## src/rtl/rlf_pkg.sv

```systemverilog
package rlf_pkg;

    typedef enum logic [2:0] {
        ST_IDLE,
        ST_HEADER,
        ST_INFO,
        ST_FCS,
        ST_DONE
    } ser_state_t;

    typedef struct packed {
        logic long_frm;
        logic wide_hdr;
    } frame_cfg_t;

endpackage

```

## src/rtl/rlf_crc_unit.sv

```systemverilog
module rlf_crc_unit #(
    parameter int          W    = 24,
    parameter logic [W-1:0] POLY = 24'hBBA1B5
) (
    input  logic         clk,
    input  logic         rst_n,
    input  logic         clear,
    input  logic         shift_en,
    input  logic         din,
    output logic [W-1:0] rem
);

    logic         fb;
    logic [W-1:0] rem_next;

    always_comb begin
        fb       = rem[W-1] ^ din;
        rem_next = {rem[W-2:0], 1'b0} ^ (fb ? POLY : '0);
    end

    always_ff @(posedge clk) begin
        if (!rst_n) begin
            rem <= '1;
        end else if (clear) begin
            rem <= '1;
        end else if (shift_en) begin
            rem <= rem_next;
        end
    end

endmodule

```

## src/rtl/rlf_field_len.sv

```systemverilog
module rlf_field_len
    import rlf_pkg::*;
#(
    parameter int SHORT_LEN  = 240,
    parameter int LONG_LEN   = 576,
    parameter int NARROW_HDR = 16,
    parameter int WIDE_HDR   = 24,
    parameter int CHK_W      = 24,
    parameter int CNT_W      = 10
) (
    input  frame_cfg_t       cfg,
    output logic [CNT_W-1:0] hdr_len,
    output logic [CNT_W-1:0] info_len
);

    logic [CNT_W-1:0] total_len;

    always_comb begin
        total_len = cfg.long_frm ? CNT_W'(LONG_LEN) : CNT_W'(SHORT_LEN);
        hdr_len   = cfg.wide_hdr ? CNT_W'(WIDE_HDR) : CNT_W'(NARROW_HDR);
        info_len  = total_len - hdr_len - CNT_W'(CHK_W);
    end

endmodule

```

## src/rtl/rlf_bit_counter.sv

```systemverilog
module rlf_bit_counter #(
    parameter int CNT_W = 10
) (
    input  logic             clk,
    input  logic             rst_n,
    input  logic             load,
    input  logic [CNT_W-1:0] load_val,
    input  logic             dec,
    output logic [CNT_W-1:0] count,
    output logic             last
);

    always_ff @(posedge clk) begin
        if (!rst_n) begin
            count <= '0;
        end else if (load) begin
            count <= load_val;
        end else if (dec) begin
            count <= count - CNT_W'(1);
        end
    end

    assign last = (count == CNT_W'(1));

endmodule

```

## src/rtl/rlf_frame_serializer.sv

```systemverilog
module rlf_frame_serializer
    import rlf_pkg::*;
#(
    parameter int SHORT_LEN  = 240,
    parameter int LONG_LEN   = 576,
    parameter int NARROW_HDR = 16,
    parameter int HDR_W      = 24,
    parameter int CHK_W      = 24,
    parameter int VER_W      = 2,
    parameter int WIDE_VER   = 2,
    parameter logic [CHK_W-1:0] CRC_POLY = 24'hBBA1B5
) (
    input  logic             clk,
    input  logic             rst_n,
    input  logic             frm_valid,
    output logic             frm_ready,
    input  logic [HDR_W-1:0] frm_hdr,
    input  logic             frm_long,
    input  logic [VER_W-1:0] frm_ver,
    input  logic             frm_sup,
    input  logic             info_valid,
    output logic             info_ready,
    input  logic             info_bit,
    output logic             out_valid,
    output logic             out_bit,
    output logic             frame_done,
    output logic             underrun
);

    localparam int CNT_W  = $clog2(LONG_LEN + 1);
    localparam int HIDX_W = $clog2(HDR_W);
    localparam int CIDX_W = $clog2(CHK_W);

    ser_state_t       state_q, state_d;
    logic [HDR_W-1:0] hdr_q;
    frame_cfg_t       cfg_q, cfg_in, cfg_sel;
    logic [CNT_W-1:0] hdr_len, info_len;
    logic [CNT_W-1:0] cnt;
    logic             cnt_last;
    logic             cnt_load;
    logic [CNT_W-1:0] cnt_load_val;
    logic             cnt_dec;
    logic [CHK_W-1:0] crc_rem;
    logic             crc_clear, crc_en, crc_din;
    logic             accept;
    logic [HIDX_W-1:0] hdr_idx;
    logic [CIDX_W-1:0] chk_idx;

    // Frame configuration: wide header only for version WIDE_VER S / I+S frames
    always_comb begin
        cfg_in.long_frm = frm_long;
        cfg_in.wide_hdr = (frm_ver == VER_W'(WIDE_VER)) && frm_sup;
        cfg_sel         = (state_q == ST_IDLE) ? cfg_in : cfg_q;
    end

    rlf_field_len #(
        .SHORT_LEN (SHORT_LEN),
        .LONG_LEN  (LONG_LEN),
        .NARROW_HDR(NARROW_HDR),
        .WIDE_HDR  (HDR_W),
        .CHK_W     (CHK_W),
        .CNT_W     (CNT_W)
    ) u_len (
        .cfg     (cfg_sel),
        .hdr_len (hdr_len),
        .info_len(info_len)
    );

    rlf_bit_counter #(
        .CNT_W(CNT_W)
    ) u_cnt (
        .clk     (clk),
        .rst_n   (rst_n),
        .load    (cnt_load),
        .load_val(cnt_load_val),
        .dec     (cnt_dec),
        .count   (cnt),
        .last    (cnt_last)
    );

    rlf_crc_unit #(
        .W   (CHK_W),
        .POLY(CRC_POLY)
    ) u_crc (
        .clk     (clk),
        .rst_n   (rst_n),
        .clear   (crc_clear),
        .shift_en(crc_en),
        .din     (crc_din),
        .rem     (crc_rem)
    );

    // State register and frame capture
    always_ff @(posedge clk) begin
        if (!rst_n) begin
            state_q <= ST_IDLE;
            hdr_q   <= '0;
            cfg_q   <= '0;
        end else begin
            state_q <= state_d;
            if (accept) begin
                hdr_q <= frm_hdr;
                cfg_q <= cfg_in;
            end
        end
    end

    // Next state and bit counter control
    always_comb begin
        state_d      = state_q;
        cnt_load     = 1'b0;
        cnt_load_val = '0;
        cnt_dec      = 1'b0;
        unique case (state_q)
            ST_IDLE: begin
                if (frm_valid) begin
                    state_d      = ST_HEADER;
                    cnt_load     = 1'b1;
                    cnt_load_val = hdr_len;
                end
            end
            ST_HEADER: begin
                if (cnt_last) begin
                    state_d      = ST_INFO;
                    cnt_load     = 1'b1;
                    cnt_load_val = info_len;
                end else begin
                    cnt_dec = 1'b1;
                end
            end
            ST_INFO: begin
                if (info_valid) begin
                    if (cnt_last) begin
                        state_d      = ST_FCS;
                        cnt_load     = 1'b1;
                        cnt_load_val = CNT_W'(CHK_W);
                    end else begin
                        cnt_dec = 1'b1;
                    end
                end
            end
            ST_FCS: begin
                if (cnt_last) begin
                    state_d = ST_DONE;
                end else begin
                    cnt_dec = 1'b1;
                end
            end
            ST_DONE: begin
                state_d = ST_IDLE;
            end
            default: begin
                state_d = ST_IDLE;
            end
        endcase
    end

    assign hdr_idx = HIDX_W'(cnt - CNT_W'(1));
    assign chk_idx = CIDX_W'(cnt - CNT_W'(1));

    // Outputs
    always_comb begin
        frm_ready  = 1'b0;
        info_ready = 1'b0;
        out_valid  = 1'b0;
        out_bit    = 1'b0;
        frame_done = 1'b0;
        underrun   = 1'b0;
        accept     = 1'b0;
        crc_clear  = 1'b0;
        crc_en     = 1'b0;
        crc_din    = 1'b0;
        unique case (state_q)
            ST_IDLE: begin
                frm_ready = 1'b1;
                accept    = frm_valid;
                crc_clear = frm_valid;
            end
            ST_HEADER: begin
                out_valid = 1'b1;
                out_bit   = hdr_q[hdr_idx];
                crc_en    = 1'b1;
                crc_din   = hdr_q[hdr_idx];
            end
            ST_INFO: begin
                info_ready = 1'b1;
                out_valid  = info_valid;
                out_bit    = info_valid & info_bit;
                underrun   = !info_valid;
                crc_en     = info_valid;
                crc_din    = info_bit;
            end
            ST_FCS: begin
                out_valid  = 1'b1;
                out_bit    = ~crc_rem[chk_idx];
                frame_done = cnt_last;
            end
            ST_DONE: begin
                frm_ready = 1'b0;
            end
            default: begin
                frm_ready = 1'b0;
            end
        endcase
    end

endmodule

```

## config.mk

```make
export PLATFORM = sky130hd
export DESIGN_NAME = rlf_frame_serializer
export DESIGN_NICKNAME = d
export VERILOG_FILES = /design/src/rtl/rlf_pkg.sv /design/src/rtl/rlf_crc_unit.sv /design/src/rtl/rlf_field_len.sv /design/src/rtl/rlf_bit_counter.sv /design/src/rtl/rlf_frame_serializer.sv
export SDC_FILE = /design/constraint.sdc
export NUM_CORES = 1
export LEC_CHECK = 0
export CAP_MARGIN = 30
export CORE_MARGIN = 2
export CORE_UTILIZATION = 61
export CTS_CLUSTER_DIAMETER = 120
export CTS_CLUSTER_SIZE = 40
export DETAILED_ROUTE_END_ITERATION = 6
export GPL_TIMING_DRIVEN = 0
export PLACE_DENSITY_LB_ADDON = 0.08
export SETUP_SLACK_MARGIN = 0.15
export SYNTH_ARGS = -nofsm -noshare
export SYNTH_HDL_FRONTEND = slang
export SYNTH_SLANG_ARGS = --single-unit
```

## constraint.sdc

```tcl
create_clock -name clk -period 4.65 [get_ports clk]
set_input_delay 1.1625 -clock clk [delete_from_list [all_inputs] [get_ports clk]]
set_output_delay 1.1625 -clock clk [all_outputs]
set_load 0.03 [all_outputs]
```

# Yosys cells after proc, flatten, opt, wreduce, memory -nomap -nowiden
# Index checks and enable logic that the tools add are counted.
classes:
  addsub: 3
  mux: 37
  reduce_logical: 7
  magnitude_cmp: 1
  eq_ne: 10
  bitwise_logic: 5
op_table:
  columns: ["op", "n"]
  rows:
  - ["10-bit two-way mux", 5]
  - ["10-bit one-hot mux with 3 select lines", 1]
  - ["24-bit two-way mux", 1]
  - ["24-bit bitwise XOR", 1]
  - ["3-bit two-way mux", 5]
  - ["1-bit two-way mux", 12]
  - ["3-bit one-hot mux with 4 select lines", 1]
  - ["1-bit binary-select mux with 5-bit select", 2]
  - ["10-bit by 1-bit == test with 1-bit output (second input constant)", 1]
  - ["5-bit two-way mux", 2]
  - ["2-bit != test (second input constant)", 5]
  - ["10-bit by 1-bit subtractor with 10-bit output (second input constant)", 1]
  - ["10-bit subtractor", 1]
  - ["10-bit by 5-bit subtractor with 10-bit output (second input constant)", 1]
  - ["1-bit one-hot mux with 2 select lines", 4]
  - ["3-bit by 2-bit == test with 1-bit output (second input constant)", 2]
  - ["5-bit by 6-bit less-than comparator with 1-bit output (second input constant)", 1]
  - ["1-bit one-hot mux with 3 select lines", 2]
  - ["5-bit AND reduction", 1]
  - ["4-bit two-way mux", 1]
  - ["2-bit OR reduction", 2]
  - ["3-bit by 1-bit == test with 1-bit output (second input constant)", 1]
  - ["3-bit zero test", 1]
  - ["2-bit == test (second input constant)", 1]
  - ["7 further kinds", 8]
totals:
  input_bits: 33
  output_inout_bits: 6
  word_cells: 69
  ff_bits: 63

# Longest topological paths before layout
logic_depth:
  word_depth: 9
  ltp_mapped: 12
  depth_no_buf: 8

# Cells and area by module
# Synthesis repeated with hierarchy kept, for this count alone.
unflattened:
  cells_unflattened: 409
  hier_area_um2: 3659.8
by_module_without_submodules:
  columns: ["module", "cells_each", "seq_area_each_um2", "area_each_um2", "n_inst"]
  rows:
  - ["rlf_frame_serializer", 208, 580.6, 1841.8, 1]
  - ["rlf_crc_unit", 106, 480.5, 1036.0, 1]
  - ["rlf_bit_counter", 69, 200.2, 586.8, 1]
  - ["rlf_field_len", 26, 0.0, 195.2, 1]

# Least setup slack after synthesis
# No wires, ideal clock.
synth_path:
  path_type: "register to output"
  start: "reg u_cnt.count[0]"
  end: "out out_bit"
  t_required_ns: 3.488
  arrival_time_ns: 2.313
  setup_slack_ns: 1.174
  path_buffers: 2
  path_stages_with_launch: 9
  cell_sequence: "dfxtp_1 -> inv_2 -> ha_1 -> buf_6 -> buf_12 -> mux4_2 -> mux4_2 -> a211oi_1 -> a311o_1"
synth_between:
  elab_chain_len: 5
  elab_cells_between_ends: 7
  cone_classes: "add/sub (1); mux (5); bitwise (1)"
synth_lines:
  columns: ["element", "line_no", "rtl"]
  rows:
  - ["start: declaration", "rlf_bit_counter.sv:9", "output logic [CNT_W-1:0] count,"]
  - ["start signal: assignment", "rlf_bit_counter.sv:17", "count <= load_val;"]
  - ["start signal: assignment", "rlf_bit_counter.sv:19", "count <= count - CNT_W'(1);"]
  - ["10-bit by 1-bit subtractor with 10-bit output (*)", null, null]
  - ["1-bit binary-select mux with 5-bit select", "rlf_frame_serializer.sv:195", "out_bit = ~crc_rem[chk_idx];"]
  - ["1-bit two-way mux (implied by the code)", "rlf_frame_serializer.sv:195", null]
  - ["1-bit NOT", "rlf_frame_serializer.sv:195", null]
  - ["1-bit one-hot mux with 3 select lines (*)", "rlf_frame_serializer.sv:173", "unique case (state_q)"]
  - ["end: declaration", "rlf_frame_serializer.sv:25", "output logic out_bit,"]
# Mark *: on every way between the ends. The rest lies on a longest branch, timed or not. The select of a mux whose other input is x is not followed.

# Worst setup path in the final report
# Ends and elaborated chain as after synthesis.

==> metrics.md <==
| Metric | Value |
|---|---|
| Status | finished, final reports clean |
| CP Class | flop to primary output |
| CTS tree | yes |
| Top-area cell type share of the netlist area | 0.358 |
| FF/Latch Area | 1260 µm² |
| Routed Antenna Nets | 0 |
| First DRT Iteration DRCs | 321 |
| Drt via density | 6.16 |
| # Max-Cap Violations | 0 |
| Slowest CP cell | dfxtp_1 |
| Cells along the critical path | inv_2, ha_1, xor2_2, mux4_2, o21bai_1, a31oi_1, a311o_1, dlygate4sd2_1 |
| Most frequent cells in the layout | nand2_1 (82), dfxtp_1 (63), clkdlybuf4s50_1 (36) |
| CTS H-tree lvls | 3 |
| HP Start | hdr_q[2] |
| Max Fclk | 229 MHz |
| Final wirelength | 8890 µm |
| CP Data Required Time | 3.49 ns |
| Post-synth top flop | dfxtp_1 |
| Die Y | 80.0 µm |
| Drc violations | 0 |
| DR vias | 3292 |
| Post-synth top area cell | dfxtp_1 |
| Grt ovf | 0 |
| Pre-Repair DR Iteration Count | 5 |
| Io pins | 39 |
| Hold Path Depth | 2 |
| Crit end category | primary output |
| Die width | 80.0 µm |
| Clk root buf | clkbuf_8 |
| Synthesized instance count | 409 |
| # rows | 27 |
| Post-Syn Nets | 444 |
| CP Launch Point | u_cnt.count[0] |
| CTS buffer count | 9 |
| Count of state elements after synthesis | 63 |
| Most common cell after layout, fill and taps aside | nand2_1 |
| Netlist cell types | 53 |
| ANT cells | 0 |
| P&R area growth vs syn | 19.4% |
| Initial antenna violation count | 0 |
| Max-slew headroom | 0.625 |
| CP startpoint kind | flop |
| CTS Hold Bufs | 0 |
| Share of cells above drive strength 1 | 0.0758 |
| RSZ-0062 raised after global routing | no |
| Pleak | 1.53 nW |
| Least-Margin Pin Slew | 0.562 ns |
| Worst-path clk slew | 0.07 ns |
| Peak VDD IR | 0.000266 V |
| P per Cell Area | 381 nW/µm² |
| Reg2reg path depth | 9 |
| Reg2reg setup slack | 1.47 ns |
| Port bufs | 37 |
| Period utilisation layout | 0.938 |
| Clk_lat worst skew | 0.34 ns |
| Multi-input gate area | 2050 µm² |
| Area contributors post-synth | dfxtp_1 (36%), nand2_1 (8.7%), a21boi_0 (5.3%) |
| FFs w/ async S/R, synth | 0 |
| Setup violators final | 0 |
| Pwr Total | 1.60 mW |
| Avg Cell Area, Syn | 8.62 µm² |
| Initial Util | 0.637 |
| Clock sinks | 63 |
| Die ar. | 6410 µm² |
| Final hold vios | 0 |
| Post-CTS setup buffer count | 0 |
| WL/cell | 16.6 µm |
| Gpl congestion | 0.842 |
| Placed cell area | 3990 µm² |
| Post-synth EDFFs | 0 |
| Vias in the first global route | 3161 |
| Filler Cell Count | 409 |
| Critical Path AT | 3.20 ns |
| Nets | 492 |
| Core Area | 5540 µm² |
| Max stage delay on crit path | 0.51 ns |
| Post-Syn Area | 3530 µm² |
| Synth Warn # | 0 |
| Worst Hold Endpoint | hdr_q[2] |
| Pins Over Slew Limit | 0 |
| First-pass GRT wire length | 14900 µm |
| Tmin final | 4.36 ns |
| Sequential fraction of the synthesis area | 0.358 |
| Hold Worst Slack | 0.464 ns |
| Finished Core Util | 0.760 |
| Reg2Reg Launch Point | u_cnt.count[0] |
| GR Util All Layers | 0.299 |
| DP HPWL | 6260 µm |
| Reg2Reg Capture Point | u_crc.rem[8] |
| Post-route cell area | 4210 µm² |
| TNS Setup | 0 ns |
| Largest net degree at the start of global routing | 11 |
| HP Class | flop to flop |
| Crit path max fanout | 8 |
| CTS max path bufs | 2 |
| Clock skew | 0.00896 ns |
## worst max-delay path by stage
stage	endpoint	slack, ns	depth (start not counted)
2_1_floorplan	out_bit	1.17	8
3_3_place_gp	out_bit	0.45	9
3_5_place_dp	out_bit	0.42	9
4_1_cts	out_bit	0.31	9
5_1_grt	out_bit	0.17	9
6_report	out_bit	0.29	8
## cells in the mapped netlist (3+ instances only)
cell / number
o31ai_1: 12
nand2_1: 82
and2_1: 4
dfxtp_1: 63
nor3b_1: 3
xor2_1: 4
a31oi_1: 4
buf_4: 4
a21boi_0: 25
xnor2_1: 7
mux4_1: 6
inv_1: 6
nand3_1: 13
nor2_1: 16
nor2b_1: 11
mux4_2: 5
mux2i_1: 10
a21oi_1: 20
nor4_1: 15
o31a_1: 13
nand4_1: 3
nand3b_1: 3
clkbuf_1: 24
o21ai_0: 11
nor3_1: 6
## cell type report
cell class / count / share of cell area
plain buffers: 35 / 0.0455
well taps: 72 / 0.0214
clock buffers: 13 / 0.0377
repair buffers: 37 / 0.0877
inverters: 7 / 0.00624
clock inverters: 3 / 0.0155
flip-flops and latches: 63 / 0.300
multi-input cells: 304 / 0.486
## sequential cells by signal, indices dropped and copies added (netlist names)
register     cells
cfg_q            2
u_crc.rem       24
state_q          3
hdr_q           24
u_cnt.count     10
## power by group
group / internal, mW / total, mW / switching [mW]
registers: 0.583 / 0.618 / 0.0357
logic: 0.197 / 0.440 / 0.243
clock network: 0.331 / 0.544 / 0.213
total: 1.11 / 1.60 / 0.492
## metrics by stage
stage               setup slack, ns  std cells
global route                  0.175        534
CTS                           0.312        534
global placement              0.452        518
finish                        0.286        534
floorplan                      1.17        409
detailed placement            0.424        518
## critical path: cells and delay by family, from the launching register on
kind	cells	cell delay [ns]
AO/OA/AOI/OAI	3	0.72
multiplexers	1	0.36
XOR/XNOR	1	0.41
adder cells (fa/ha/maj)	1	0.33
buffers and inverters	2	0.52
flip-flops	1	0.51
## what timing repair did
item | CTS | global route
setup endpoints to repair | 1 | 0
resized for setup | 1 | 0
hold endpoints to repair | 0 | 0
## kinds of logic after synthesis
group | Yosys count | share of synthesized area
buffers and inverters | 42 | 0.0617
xor gates and xnor gates | 12 | 0.0319
DFF | 63 | 0.358
AOI/OAI and AO/OA | 104 | 0.212
adders and majority gates | 2 | 0.00709
and+or+nand+nor | 165 | 0.224
muxes | 21 | 0.105
## per-layer routing
metal	vias to the layer above	track usage	share of wire
li1	1569	-	-
met3	25	0.0543	0.075
met2	155	0.484	0.46
met5	-	0	0
met4	0	0.102	0.021
met1	1543	0.400	0.44
Note: power is estimated with default switching activity, not from simulation.
